==> src/rtl/pws_pkg.sv <==
package pws_pkg;
  localparam int FLASH_AW = 24;

  localparam logic [7:0] OP_BUF_LOAD = 8'h53;
  localparam logic [7:0] OP_PROGRAM  = 8'h82;
  localparam logic [7:0] OP_COMPARE  = 8'h60;
  localparam logic [7:0] OP_STATUS   = 8'hD7;

  localparam logic [7:0] ST_RDY_MASK = 8'h80;
  localparam logic [7:0] ST_MIS_MASK = 8'h40;

  typedef enum logic [3:0] {
    S_IDLE, S_PLAN, S_LOAD_HDR, S_PROG_HDR, S_PROG_DAT, S_CMP_HDR,
    S_POLL_CMD, S_POLL_PAD, S_POLL_WAIT, S_STEP, S_FIN
  } pws_state_e;

  typedef enum logic [1:0] {A_LOAD, A_PROG, A_CMP} pws_after_e;
endpackage

==> src/rtl/pws_chunker.sv <==
module pws_chunker #(
  parameter int PAGE_BYTES = 264,
  parameter int OFF_W      = 9,
  parameter int ADDR_W     = 24,
  parameter int LEN_W      = 16,
  parameter int FA_W       = 24
) (
  input  logic              clk,
  input  logic              rst_n,
  input  logic              load,
  input  logic [ADDR_W-1:0] ld_addr,
  input  logic [LEN_W-1:0]  ld_len,
  input  logic              step,
  output logic [FA_W-1:0]   page_addr,
  output logic [FA_W-1:0]   byte_addr,
  output logic [LEN_W-1:0]  chunk,
  output logic              partial,
  output logic              last_chunk,
  output logic [LEN_W-1:0]  bytes_done
);
  localparam logic [ADDR_W-1:0] PG_A = ADDR_W'(PAGE_BYTES);
  localparam logic [LEN_W-1:0]  PG_L = LEN_W'(PAGE_BYTES);

  logic [ADDR_W-1:0] page_q, page_n;
  logic [OFF_W-1:0]  off_q, off_n, off_in;
  logic [LEN_W-1:0]  rem_q, rem_n, chunk_q, chunk_n, cnt_q, cnt_n;
  logic [LEN_W-1:0]  room, rem_after;

  always_comb begin
    page_n    = page_q;
    off_n     = off_q;
    rem_n     = rem_q;
    chunk_n   = chunk_q;
    cnt_n     = cnt_q;
    off_in    = OFF_W'(ld_addr % PG_A);
    room      = PG_L - LEN_W'(off_in);
    rem_after = rem_q - chunk_q;
    if (load) begin
      page_n  = ld_addr / PG_A;
      off_n   = off_in;
      rem_n   = ld_len;
      chunk_n = (ld_len < room) ? ld_len : room;
      cnt_n   = '0;
    end else if (step) begin
      page_n  = page_q + 1'b1;
      off_n   = '0;
      rem_n   = rem_after;
      chunk_n = (rem_after > PG_L) ? PG_L : rem_after;
      cnt_n   = cnt_q + chunk_q;
    end
  end

  always_ff @(posedge clk or negedge rst_n) begin
    if (!rst_n) begin
      page_q  <= '0;
      off_q   <= '0;
      rem_q   <= '0;
      chunk_q <= '0;
      cnt_q   <= '0;
    end else if (load || step) begin
      page_q  <= page_n;
      off_q   <= off_n;
      rem_q   <= rem_n;
      chunk_q <= chunk_n;
      cnt_q   <= cnt_n;
    end
  end

  assign page_addr  = FA_W'({page_q, {OFF_W{1'b0}}});
  assign byte_addr  = FA_W'({page_q, off_q});
  assign chunk      = chunk_q;
  assign partial    = (chunk_q != PG_L);
  assign last_chunk = (rem_q == chunk_q);
  assign bytes_done = cnt_q;

  // a chunk never runs past the end of its page
  p_chunk_in_page_r1: assert property (@(posedge clk) disable iff (!rst_n)
    (32'(chunk_q) + 32'(off_q)) <= PAGE_BYTES);

  // a chunk never exceeds what is left to write
  p_chunk_le_rem_r1: assert property (@(posedge clk) disable iff (!rst_n)
    chunk_q <= rem_q);

  // stepping moves to the start of the following page
  p_step_advance_r6: assert property (@(posedge clk) disable iff (!rst_n)
    (step && !load) |=> (off_q == '0) && (page_q == $past(page_q) + 1'b1));

  // the committed count never falls within a request
  p_count_mono_r7: assert property (@(posedge clk) disable iff (!rst_n)
    !load |=> cnt_q >= $past(cnt_q));
endmodule

==> src/rtl/pws_ctrl.sv <==
module pws_ctrl
  import pws_pkg::*;
#(
  parameter int LEN_W = 16,
  parameter int FA_W  = 24
) (
  input  logic             clk,
  input  logic             rst_n,
  input  logic             req_valid,
  input  logic [LEN_W-1:0] req_len,
  input  logic             req_verify,
  output logic             req_ready,
  output logic             ld,
  output logic             stp,
  input  logic [FA_W-1:0]  page_addr,
  input  logic [FA_W-1:0]  byte_addr,
  input  logic [LEN_W-1:0] chunk,
  input  logic             partial,
  input  logic             last_chunk,
  input  logic             pl_valid,
  input  logic [7:0]       pl_data,
  output logic             pl_ready,
  output logic             tx_valid,
  input  logic             tx_ready,
  output logic [7:0]       tx_data,
  output logic             tx_last,
  input  logic             rx_valid,
  input  logic [7:0]       rx_data,
  output logic             done,
  output logic             err
);
  pws_state_e       st, st_n;
  pws_after_e       aft, aft_n;
  logic [1:0]       hidx, hidx_n;
  logic [LEN_W-1:0] dcnt, dcnt_n;
  logic             ver_q, ver_n, err_q, err_n;
  logic             st_rdy, st_mis;

  assign st_rdy = |(rx_data & ST_RDY_MASK);
  assign st_mis = |(rx_data & ST_MIS_MASK);

  always_comb begin
    st_n      = st;
    aft_n     = aft;
    hidx_n    = hidx;
    dcnt_n    = dcnt;
    ver_n     = ver_q;
    err_n     = err_q;
    req_ready = 1'b0;
    ld        = 1'b0;
    stp       = 1'b0;
    tx_valid  = 1'b0;
    tx_data   = 8'h00;
    tx_last   = 1'b0;
    pl_ready  = 1'b0;
    case (st)
      S_IDLE: begin
        req_ready = 1'b1;
        if (req_valid) begin
          ld    = 1'b1;
          err_n = 1'b0;
          ver_n = req_verify;
          st_n  = (req_len == '0) ? S_FIN : S_PLAN;
        end
      end
      S_PLAN: begin
        hidx_n = 2'd0;
        st_n   = partial ? S_LOAD_HDR : S_PROG_HDR;
      end
      S_LOAD_HDR, S_CMP_HDR: begin
        tx_valid = 1'b1;
        case (hidx)
          2'd0:    tx_data = (st == S_LOAD_HDR) ? OP_BUF_LOAD : OP_COMPARE;
          2'd1:    tx_data = page_addr[23:16];
          2'd2:    tx_data = page_addr[15:8];
          default: tx_data = 8'h00;
        endcase
        tx_last = (hidx == 2'd3);
        if (tx_ready) begin
          if (hidx == 2'd3) begin
            hidx_n = 2'd0;
            aft_n  = (st == S_LOAD_HDR) ? A_LOAD : A_CMP;
            st_n   = S_POLL_CMD;
          end else begin
            hidx_n = hidx + 2'd1;
          end
        end
      end
      S_PROG_HDR: begin
        tx_valid = 1'b1;
        case (hidx)
          2'd0:    tx_data = OP_PROGRAM;
          2'd1:    tx_data = byte_addr[23:16];
          2'd2:    tx_data = byte_addr[15:8];
          default: tx_data = byte_addr[7:0];
        endcase
        if (tx_ready) begin
          if (hidx == 2'd3) begin
            hidx_n = 2'd0;
            dcnt_n = '0;
            st_n   = S_PROG_DAT;
          end else begin
            hidx_n = hidx + 2'd1;
          end
        end
      end
      S_PROG_DAT: begin
        tx_valid = pl_valid;
        tx_data  = pl_data;
        pl_ready = tx_ready;
        tx_last  = (dcnt == chunk - LEN_W'(1));
        if (pl_valid && tx_ready) begin
          if (tx_last) begin
            aft_n = A_PROG;
            st_n  = S_POLL_CMD;
          end else begin
            dcnt_n = dcnt + LEN_W'(1);
          end
        end
      end
      S_POLL_CMD: begin
        tx_valid = 1'b1;
        tx_data  = OP_STATUS;
        if (tx_ready) st_n = S_POLL_PAD;
      end
      S_POLL_PAD: begin
        tx_valid = 1'b1;
        tx_last  = 1'b1;
        if (tx_ready) st_n = S_POLL_WAIT;
      end
      S_POLL_WAIT: begin
        hidx_n = 2'd0;
        if (rx_valid) begin
          if (!st_rdy) begin
            st_n = S_POLL_CMD;
          end else begin
            case (aft)
              A_LOAD:  st_n = S_PROG_HDR;
              A_PROG:  st_n = ver_q ? S_CMP_HDR : S_STEP;
              default: begin
                if (st_mis) begin
                  err_n = 1'b1;
                  st_n  = S_FIN;
                end else begin
                  st_n  = S_STEP;
                end
              end
            endcase
          end
        end
      end
      S_STEP: begin
        stp  = 1'b1;
        st_n = last_chunk ? S_FIN : S_PLAN;
      end
      S_FIN:   st_n = S_IDLE;
      default: st_n = S_IDLE;
    endcase
  end

  always_ff @(posedge clk or negedge rst_n) begin
    if (!rst_n) begin
      st    <= S_IDLE;
      aft   <= A_LOAD;
      hidx  <= 2'd0;
      dcnt  <= '0;
      ver_q <= 1'b0;
      err_q <= 1'b0;
    end else begin
      st    <= st_n;
      aft   <= aft_n;
      hidx  <= hidx_n;
      dcnt  <= dcnt_n;
      ver_q <= ver_n;
      err_q <= err_n;
    end
  end

  assign done = (st == S_FIN);
  assign err  = err_q;

  // header and poll bytes stay put while the master stalls
  p_hdr_hold_r3: assert property (@(posedge clk) disable iff (!rst_n)
    (tx_valid && !tx_ready && (st != S_PROG_DAT)) |=> (tx_valid && $stable(tx_data)));

  // the payload counter stays inside the current chunk
  p_data_in_chunk_r3: assert property (@(posedge clk) disable iff (!rst_n)
    (st == S_PROG_DAT) |-> (dcnt < chunk));

  // a busy reply always leads to another poll
  p_busy_repoll_r4: assert property (@(posedge clk) disable iff (!rst_n)
    (st == S_POLL_WAIT && rx_valid && !st_rdy) |=> (st == S_POLL_CMD));

  // the error flag only rises together with the end pulse
  p_err_at_end_r5: assert property (@(posedge clk) disable iff (!rst_n)
    $rose(err_q) |-> done);

  // the end pulse lasts one cycle
  p_done_pulse_r10: assert property (@(posedge clk) disable iff (!rst_n)
    done |=> !done);
endmodule

==> src/rtl/page_write_seq.sv <==
module page_write_seq
  import pws_pkg::*;
#(
  parameter int PAGE_BYTES = 264,
  parameter int OFF_W      = 9,
  parameter int ADDR_W     = 24,
  parameter int LEN_W      = 16
) (
  input  logic              clk,
  input  logic              rst_n,
  input  logic              req_valid,
  output logic              req_ready,
  input  logic [ADDR_W-1:0] req_addr,
  input  logic [LEN_W-1:0]  req_len,
  input  logic              req_verify,
  input  logic              pl_valid,
  output logic              pl_ready,
  input  logic [7:0]        pl_data,
  output logic              tx_valid,
  input  logic              tx_ready,
  output logic [7:0]        tx_data,
  output logic              tx_last,
  input  logic              rx_valid,
  input  logic [7:0]        rx_data,
  output logic              done,
  output logic              err,
  output logic [LEN_W-1:0]  bytes_done
);
  logic                ld, stp, partial, last_chunk;
  logic [FLASH_AW-1:0] page_addr, byte_addr;
  logic [LEN_W-1:0]    chunk;

  pws_chunker #(
    .PAGE_BYTES(PAGE_BYTES), .OFF_W(OFF_W), .ADDR_W(ADDR_W),
    .LEN_W(LEN_W), .FA_W(FLASH_AW)
  ) u_chunk (
    .clk(clk), .rst_n(rst_n), .load(ld), .ld_addr(req_addr), .ld_len(req_len),
    .step(stp), .page_addr(page_addr), .byte_addr(byte_addr), .chunk(chunk),
    .partial(partial), .last_chunk(last_chunk), .bytes_done(bytes_done)
  );

  pws_ctrl #(.LEN_W(LEN_W), .FA_W(FLASH_AW)) u_ctrl (
    .clk(clk), .rst_n(rst_n), .req_valid(req_valid), .req_len(req_len),
    .req_verify(req_verify), .req_ready(req_ready), .ld(ld), .stp(stp),
    .page_addr(page_addr), .byte_addr(byte_addr), .chunk(chunk),
    .partial(partial), .last_chunk(last_chunk), .pl_valid(pl_valid),
    .pl_data(pl_data), .pl_ready(pl_ready), .tx_valid(tx_valid),
    .tx_ready(tx_ready), .tx_data(tx_data), .tx_last(tx_last),
    .rx_valid(rx_valid), .rx_data(rx_data), .done(done), .err(err)
  );
endmodule

==> config.mk <==
export PLATFORM = sky130hd
export DESIGN_NAME = page_write_seq
export DESIGN_NICKNAME = d
export VERILOG_FILES = /design/src/rtl/pws_pkg.sv /design/src/rtl/pws_chunker.sv /design/src/rtl/pws_ctrl.sv /design/src/rtl/page_write_seq.sv
export SDC_FILE = /design/constraint.sdc
export NUM_CORES = 1
export LEC_CHECK = 0
export ABC_AREA = 1
export BUFFER_PORTS_ARGS = -buffer_cell sky130_fd_sc_hd__buf_2
export CORE_MARGIN = 3
export CORE_UTILIZATION = 45
export DETAILED_ROUTE_END_ITERATION = 8
export PLACE_DENSITY_LB_ADDON = 0.2
export SLEW_MARGIN = 20
export SYNTH_ARGS = -nofsm -noshare
export SYNTH_HDL_FRONTEND = slang
export SYNTH_SLANG_ARGS = --single-unit
==> constraint.sdc <==
create_clock -name clk -period 3.64 [get_ports clk]
set_input_delay 0.91 -clock clk [delete_from_list [all_inputs] [get_ports clk]]
set_output_delay 0.91 -clock clk [all_outputs]
set_load 0.02 [all_outputs]
# Word level (Yosys, flattened, before mapping)
# Index checks and enable logic that the tools add are counted.
# W data, S select, Z words.
[totals] reg_bits=107 input_bits=63 output_inout_bits=30 elab_cells=138
[op_classes] n_addsub=7 div=2 order_cmp=2 n_eq_ne=32 n_mux=61 reduce_logical=23
[ops] cell="$mux W16" n=12
[ops] cell="$mux W4" n=14
[ops] cell="$mux W24" n=2
[ops] cell="$pmux W8 S3" n=2
[ops] cell="$pmux W4 S9" n=1
[ops] cell="$eq A16 B16 Y1" n=2
[ops] cell="$pmux W16 S2" n=1
[ops] cell="$pmux W8 S4" n=1
[ops] cell="$add A24 B1 Y24 const B" n=1
[ops] cell="$div A24 B9 Y24 const B" n=1
[ops] cell="$mod A24 B9 Y24 const B" n=1
[ops] cell="$ne A2 B2 Y1 const B" n=10
[ops] cell="$mux W9" n=2
[ops] cell="$add A16 B1 Y16 const B" n=1
[ops] cell="$add A16 B16 Y16" n=1
[ops] cell="$eq A4 B3 Y1 const B" n=4
[ops] cell="$gt A16 B9 Y1 const B" n=1
[ops] cell="$logic_not A16 Y1" n=1
[ops] cell="$lt A16 B16 Y1" n=1
[ops] cell="$mux W2" n=8
[ops] cell="$ne A16 B9 Y1 const B" n=1
[ops] cell="$sub A16 B1 Y16 const B" n=1
[ops] cell="$sub A16 B16 Y16" n=1
[ops] cell="$eq A4 B4 Y1 const B" n=3
[ops] cell="other kinds (25)" n=54

# Longest topological paths before layout
# Gate-level depths: netlist of run 1.
[depth] word_depth=6 depth_mapped=112 ltp_nobuf=112

# Hierarchy
# From an unflattened synthesis of run 1, not the netlist that was laid out.
[unflattened] hier_cells=1769 area_unflattened_um2=11895.2
[by_module_without_submodules] module="pws_chunker" n_inst=1 cells_per_inst=1252 area_each_um2=8720.9 seq_area_each_um2=1801.7
[by_module_without_submodules] module="pws_ctrl" n_inst=1 cells_per_inst=517 area_each_um2=3174.3 seq_area_each_um2=650.6

# Least setup slack after synthesis of run 1
# OpenSTA, ideal clock, no wires.
[synth_path] kind="in2reg" start="in req_addr[20]" end="reg u_chunk.chunk_q[4], in the netlist u_chunk.chunk[4]" setup_time_ns=0.133 arrival_ns=10.817 required_ns=3.507 setup_slack_ns=-7.310 cell_stages=98 path_buffers=0 cell_sequence="nor2_2 nand3_1 o21ai_0 bufinv_16 nand2_4 nand2_4 nand2_4 nand2_4 nor2_2 nand3_2 nand2_2 nand2_4 nand2_2 nand3_2 nor2_4 nand2_4 nand2_8 nand2_4 [62 not listed] and2_1 xnor2_1 inv_1 ha_1 a21oi_1 nand2_1 a21oi_1 nor2_1 o21a_1 o21a_1 o21ai_0 nand2_1 inv_1 nor2_1 inv_1 a22oi_1 nor2_1 a21oi_1"
[synth_between] elab_chain_len=5
[synth_rtl] element="start: declaration" line="page_write_seq.sv:13" text="input logic [ADDR_W-1:0] req_addr,"
[synth_rtl] element="$mod A24 B9 Y24 *" line="pws_chunker.sv:35" text="off_in = OFF_W'(ld_addr % PG_A);"
[synth_rtl] element="$sub A9 B9 Y10 *" line="pws_chunker.sv:36" text="room = PG_L - LEN_W'(off_in);"
[synth_rtl] element="$lt A16 B16 Y1" line="pws_chunker.sv:42" text="chunk_n = (ld_len < room) ? ld_len : room;"
[synth_rtl] element="$mux W16 *" line="pws_chunker.sv:42"
[synth_rtl] element="$mux W16 *" line="pws_chunker.sv:38" text="if (load) begin"
[synth_rtl] element="end signal: assignment" line="pws_chunker.sv:64" text="chunk_q <= chunk_n;"
[synth_rtl] element="end: declaration" line="pws_chunker.sv:26" text="logic [LEN_W-1:0] rem_q, rem_n, chunk_q, chunk_n, cnt_q, cnt_n;"
# Mark *: on every way between the ends. The rest lies on a longest branch, timed or not.
# A chain may end at the register's enable or synchronous reset.

# Worst setup path after layout of run 1
[layout_path] start="in req_addr[20]" end="reg u_chunk.chunk_q[5], in the netlist u_chunk.chunk[5]"
# Same word-level chain as after synthesis.

==> out/results.tsv, run 1 <==
stage	metric	value	unit
run_status	status	finished with violations	
run_status	violations	setup timing	
placement	place.gp.congestion	0.956	
min_path	hp-class	register to register	
timing	final_hold_viol_count	0	
timing	setup_slack	-7.82	ns
clock_tree	clock_path_buffers	2	
final_layout	nNetsFinal	2087	
route	firstDrtPassIters	5	
worst_setup_path	cp.required	3.88	ns
placement	portBuffers	86	
global_routing	grt_antenna_before_repair	4	
route	m1WireLength	14000	um
synthesis	synth_area_leaders	dfrtp_1, nand2_1, inv_1, ha_1, nand3_1	
clock_tree	htree_levels	3	
synthesis	ys_seq_elements	98	
clock_tree	cts_tree	yes	
floorplanning	die_w	159	um
synthesis	ys_seq_area_share	23.2	%
floorplanning	boundaryPins	93	
timing	worst_pin_slew	0.722	ns
final_layout	stdcell_count	2286	
route	vias	12102	
worst_setup_path	critPathCaptureType	register	
clock_tree	cts_root_buf	clkbuf_16	
worst_setup_path	worstSetupPathType	input pin to register	
placement	dpl-instance-area	13200	um^2
synthesis	syn_avg_cell_area	6.78	um^2
worst_setup_path	crit_arrival	11.70	ns
route	route.met2.wl	18200	um
worst_setup_path	path_common_cell	nand2_4	
route	wire_per_inst	15.4	um
route	drc	0	
synthesis	synth_edf_count	0	
worst_setup_path	crit_slowest_cell	ha_1	
worst_setup_path	critPathLaunchType	input pin	
worst_setup_path	critPathMaxFanout	8	
floorplanning	die_h	159	um
timing	drv_slew	0	
synthesis	ys_async_sr_fraction	100	%
worst_setup_path	crit_path_max_incr_delay	0.31	ns
clock_tree	clk_latency	0.36	ns
synthesis	yosys_most_used_dff	dfrtp_1	
clock_tree	hold_buffers	0	
floorplanning	rows	55	
route	wl_met3	1620	um
placement	dp.cells	2172	
global_routing	grt_pass1_vias	11588	
timing	final.setup_skew	0.00968	ns
timing	fmax	87.2	MHz
placement	dpl.hpwl	24400	um
synthesis	ys_types	68	
route	via_per_inst	5.29	
floorplanning	dieArea	25400	um^2
synthesis	yosysTopAreaCell	dfrtp_1	
global_routing	grt_max_degree	53	
route	dr.max_layer_used	met5	
synthesis	synthCells	1560	
floorplanning	core-area	22800	um^2
route	drt-initial-drc-count	623	
final_layout	drive_above_1_share	40.9	%
synthesis	synth_most_common_cell	nand2_1	
floorplanning	start_util	46.3	%
timing	rsz0062_at_grt	true	
route	ant_nets	0	
synthesis	synth_top_area_share	23.2	%
timing	relSlewSlack	51.9	%
final_layout	final_cell_area	15600	um^2
clock_tree	clock_sinks	98	
synthesis	synth_commonest_cells	nand2_1, inv_1, nor2_1	
timing	finalCritPeriodShare	315	%
global_routing	grt_usage	25.2	%
final_layout	syn2layout_area_growth	47.0	%
timing	finalCriticalPeriod	11.46	ns
flow_run	cap_violations	0	
synthesis	yosysWarnings	0	
clock_tree	path_clk_slew	0.07	ns
clock_tree	cts_buffers	9	
route	routed_wl	35100	um
timing	finalSetupViolCount	35	
synthesis	syn-cell-area	10600	um^2
global_routing	grt_pass1_wl	54100	um
global_routing	grt.overflow.total	0	
[layout by cell type (no fill, tap or decap), drive strengths merged, types with 32 or more instances in the layout]
cell type / netlist / routed
a21oi: 62 / 62
buf: 6 / 414
dfrtp: 98 / 98
ha: 54 / 54
inv: 240 / 242
nand2: 446 / 446
nand3: 132 / 132
nand4: 32 / 32
nor2: 142 / 142
o21ai: 82 / 82
xor2: 57 / 57
[what timing repair did]
item,in CTS,in global routing
buffers inserted,58,43
setup endpoints to repair,34,43
pin swaps,78,129
resized for setup,141,180
[worst max-delay path, delay by kind of cell]
kind                       cells  cell delay [ns]
and+or+nand+nor               75             7.27
buffers and inverters         13             1.19
AOI/OAI and AO/OA             10             1.55
adders and majority gates      1             0.31
xor gates and xnor gates       2             0.35
[cells by family (layout without fill, tap and decap cells)]
kind of cell,after synthesis,count (layout),share of synthesized area (%)
buffers and inverters,268,674,10.4
XOR/XNOR,83,83,6.94
adder cells (fa/ha/maj),56,56,6.76
other,1,8,0.0354
flip-flops,98,98,23.2
AND/OR/NAND/NOR,805,805,37.9
AO/OA/AOI/OAI,249,249,14.8
[layer usage]
metal	global-route usage [%]	vias to the layer above
li1	-	5961
met1	29.9	5708
met2	45.8	319
met3	4.14	108
met4	8.83	6
met5	0	-
[flip-flops by register name (all words and copies together) (netlist names)]
register and cells:
u_ctrl.st 4, u_chunk.bytes_done 16, u_chunk.chunk 16, u_chunk.rem_q 16
u_ctrl.err 1, u_ctrl.dcnt 16, u_ctrl.ver_q 1, u_ctrl.aft 2
u_chunk.off_q 9, u_ctrl.hidx 2, u_chunk.page_q 15
[worst paths after layout]
path / cells after the start / to / slack (ns) / from
min reg2reg: 2 / u_ctrl.ver_q / 0.49 / u_ctrl.ver_q
max: 101 / u_chunk.chunk[5] / -7.82 / req_addr[20]
max in group asynchronous: 3 / u_chunk.page_q[13] / 2.23 / rst_n
min in group asynchronous: 1 / u_ctrl.dcnt[12] / 0.59 / rst_n
max reg2reg: 24 / u_chunk.chunk[4] / -0.03 / u_chunk.chunk[2]
min: 2 / u_ctrl.ver_q / 0.49 / u_ctrl.ver_q
[layout make-up]
| class | instances | area [um^2] |
|---|---|---|
| multi-input cells | 1200 | 8340 |
| fillers | 1896 | 7290 |
| repair buffers | 414 | 3090 |
| flip-flops and latches | 98 | 2450 |
| inverters | 245 | 988 |
| well taps | 313 | 392 |
| clock buffers | 10 | 229 |
| clock inverters | 5 | 63.8 |
| diodes | 1 | 2.50 |
[stage by stage]
| stage | TNS [ns] | util, % | setup slack (ns) | hold slack [ns] |
|---|---|---|---|---|
| 2_1_floorplan | -167.53 | - | -6.90 | 0.443 |
| 3_3_place_gp | -192.95 | 57.9 | -7.71 | 0.465 |
| 3_5_place_dp | -200.75 | 57.9 | -7.96 | 0.470 |
| 4_1_cts | -183.97 | 63.6 | -7.32 | 0.487 |
| 5_1_grt | -218.87 | 68.1 | -8.55 | 0.504 |
| 6_report | -198.09 | 68.1 | -7.82 | 0.491 |
Power of run 1 is left out: the tool's default activity adds up to more than one toggle a clock period on the data nets, which glitch-free logic cannot reach.
==> run 2, diff against run 1 <==
--- a/config.mk
+++ b/config.mk
@@ -7,10 +7,12 @@
 export LEC_CHECK = 0
 export ABC_AREA = 1
 export BUFFER_PORTS_ARGS = -buffer_cell sky130_fd_sc_hd__buf_2
+export CORE_ASPECT_RATIO = 0.8
 export CORE_MARGIN = 3
 export CORE_UTILIZATION = 45
 export DETAILED_ROUTE_END_ITERATION = 8
-export PLACE_DENSITY_LB_ADDON = 0.2
+export PLACE_DENSITY_LB_ADDON = 0.1
+export SETUP_SLACK_MARGIN = 0.05
 export SLEW_MARGIN = 20
 export SYNTH_ARGS = -nofsm -noshare
 export SYNTH_HDL_FRONTEND = slang
==> out/results.tsv, run 2 (synthesized netlist as in run 1, its figures left out) <==
stage	metric	value	unit
clock_tree	cts_tree	yes	
route	ant_nets	0	
floorplanning	rows	49	
final_layout	mostFrequentLayoutCells	buf_4, nand2_1, inv_1	
timing	drv_slew	0	
worst_setup_path	path_common_cell	nand2_4	
route	via_per_inst	5.34	
floorplanning	start_util	46.4	%
global_routing	grt_usage	26.7	%
worst_setup_path	critPathLaunchType	input pin	
route	firstDrtPassIters	5	
timing	worst_pin_slew	0.615	ns
floorplanning	die_w	177	um
worst_setup_path	r2r_start	u_chunk.chunk[2]	
worst_setup_path	crit_path_max_incr_delay	0.28	ns
global_routing	grt_pass1_vias	11371	
worst_setup_path	critPathMaxFanout	7	
worst_setup_path	crit_arrival	11.87	ns
timing	relSlewSlack	58.7	%
timing	final.setup_skew	0.0123	ns
global_routing	grt_antenna_before_repair	3	
timing	fmax	85.8	MHz
timing	fin_tns_setup	-203.76	ns
floorplanning	dieArea	25400	um^2
route	drt-initial-drc-count	991	
placement	dpl.hpwl	25300	um
final_layout	syn2layout_area_growth	48.0	%
route	routed_wl	36100	um
placement	place.gp.congestion	0.921	
flow_run	cap_violations	0	
clock_tree	cts_buffers	9	
global_routing	grt.overflow.total	0	
min_path	worstHoldStart	u_ctrl.ver_q	
run_status	violations	setup timing	
final_layout	nNetsFinal	2092	
worst_setup_path	crit_slowest_cell	a21oi_4	
floorplanning	core-area	22800	um^2
min_path	min_to	u_ctrl.ver_q	
clock_tree	htree_levels	3	
timing	finalSetupViolCount	35	
route	drc	0	
timing	finalCritPeriodShare	320	%
timing	final_hold_viol_count	0	
clock_tree	path_clk_slew	0.07	ns
clock_tree	hold_buffers	0	
timing	finalCriticalPeriod	11.65	ns
floorplanning	boundaryPins	93	
route	vias	12199	
run_status	status	finished with violations	
worst_setup_path	worstReg2RegEnd	u_chunk.chunk[4]	
worst_setup_path	worstSetupPathType	input pin to register	
clock_tree	clk_latency	0.36	ns
clock_tree	clock_sinks	98	
route	wire_per_inst	15.8	um
placement	portBuffers	86	
worst_setup_path	ff2ff_path_depth	24	
timing	setup_slack	-8.01	ns
floorplanning	die_h	143	um
min_path	hp-class	register to register	
global_routing	grt_max_degree	99	
min_path	whs_path_depth	2	
worst_setup_path	cp.required	3.85	ns
final_layout	drive_above_1_share	41.5	%
worst_setup_path	r2r_slack	-0.31	ns
clock_tree	cts_root_buf	clkbuf_16	
timing	rsz0062_at_grt	true	
final_layout	final_common_cell	buf_4	
clock_tree	clock_path_buffers	2	
global_routing	grt_pass1_wl	55800	um
worst_setup_path	critPathCaptureType	register	
placement	post-place-ws	-8.12	ns
[run 2: cell types whose count changed in the layout (fill, tap and decap cells not counted), moves of 5 or more]
cell,delta
buf_6,-10
nand2_8,+6
a21oi_1,-7
nand2_4,-9
buf_4,+14
a21oi_2,+7
inv_1,+5
[run 2: layout make-up]
type	count	area, um^2
diodes	2	5.00
clock buffers	9	225
clock inverters	7	71.3
fillers	1938	7140
inverters	245	983
multi-input cells	1200	8450
flip-flops and latches	98	2450
well taps	306	383
repair buffers	419	3090
[run 2: stage by stage]
| step | instances | instance area, um^2 | hold slack (ns) | util, % |
|---|---|---|---|---|
| 2_1_floorplan | 1566 | 10800 | 0.443 | - |
| 3_3_place_gp | 2174 | 13300 | 0.475 | 58.3 |
| 3_5_place_dp | 2174 | 13300 | 0.472 | 58.3 |
| 4_1_cts | 2247 | 14600 | 0.497 | 64.0 |
| 5_1_grt | 2286 | 15700 | 0.525 | 68.7 |
| 6_report | 2286 | 15700 | 0.496 | 68.7 |
[run 2: how the worst max path moves through the flow]
stage                      start          endpoint  slack (ns)  cells after the start
floorplan           req_addr[20]  u_chunk.chunk[4]       -6.90                    101
global placement    req_addr[20]  u_chunk.chunk[4]       -7.83                     96
detailed placement  req_addr[20]  u_chunk.chunk[4]       -8.12                     99
CTS                 req_addr[20]  u_chunk.chunk[4]       -7.35                    103
global route        req_addr[19]  u_chunk.chunk[4]       -8.75                     99
finish              req_addr[18]  u_chunk.chunk[4]       -8.01                    103
[run 2: metal layers]
metal	vias to the layer above	share of wire, %	GRT usage [%]
li1	5975	-	-
met1	5772	47	39.5
met2	411	45	41.5
met3	39	7.0	4.07
met4	2	1.2	4.71
met5	-	0.055	0
[run 2: critical path, delay by kind of cell]
kind	cells	cell delay [ns]
and+or+nand+nor	81	8.01
AOI/OAI and AO/OA	10	1.62
buffers and inverters	10	0.87
adders and majority gates	1	0.22
xor gates and xnor gates	1	0.15
[run 2: timing repair]
action,in CTS,in global routing
setup buffers,59,39
gates resized for setup,137,186
pin swaps,64,90
setup endpoints to repair,40,49
Power of run 2 is left out for the same reason.
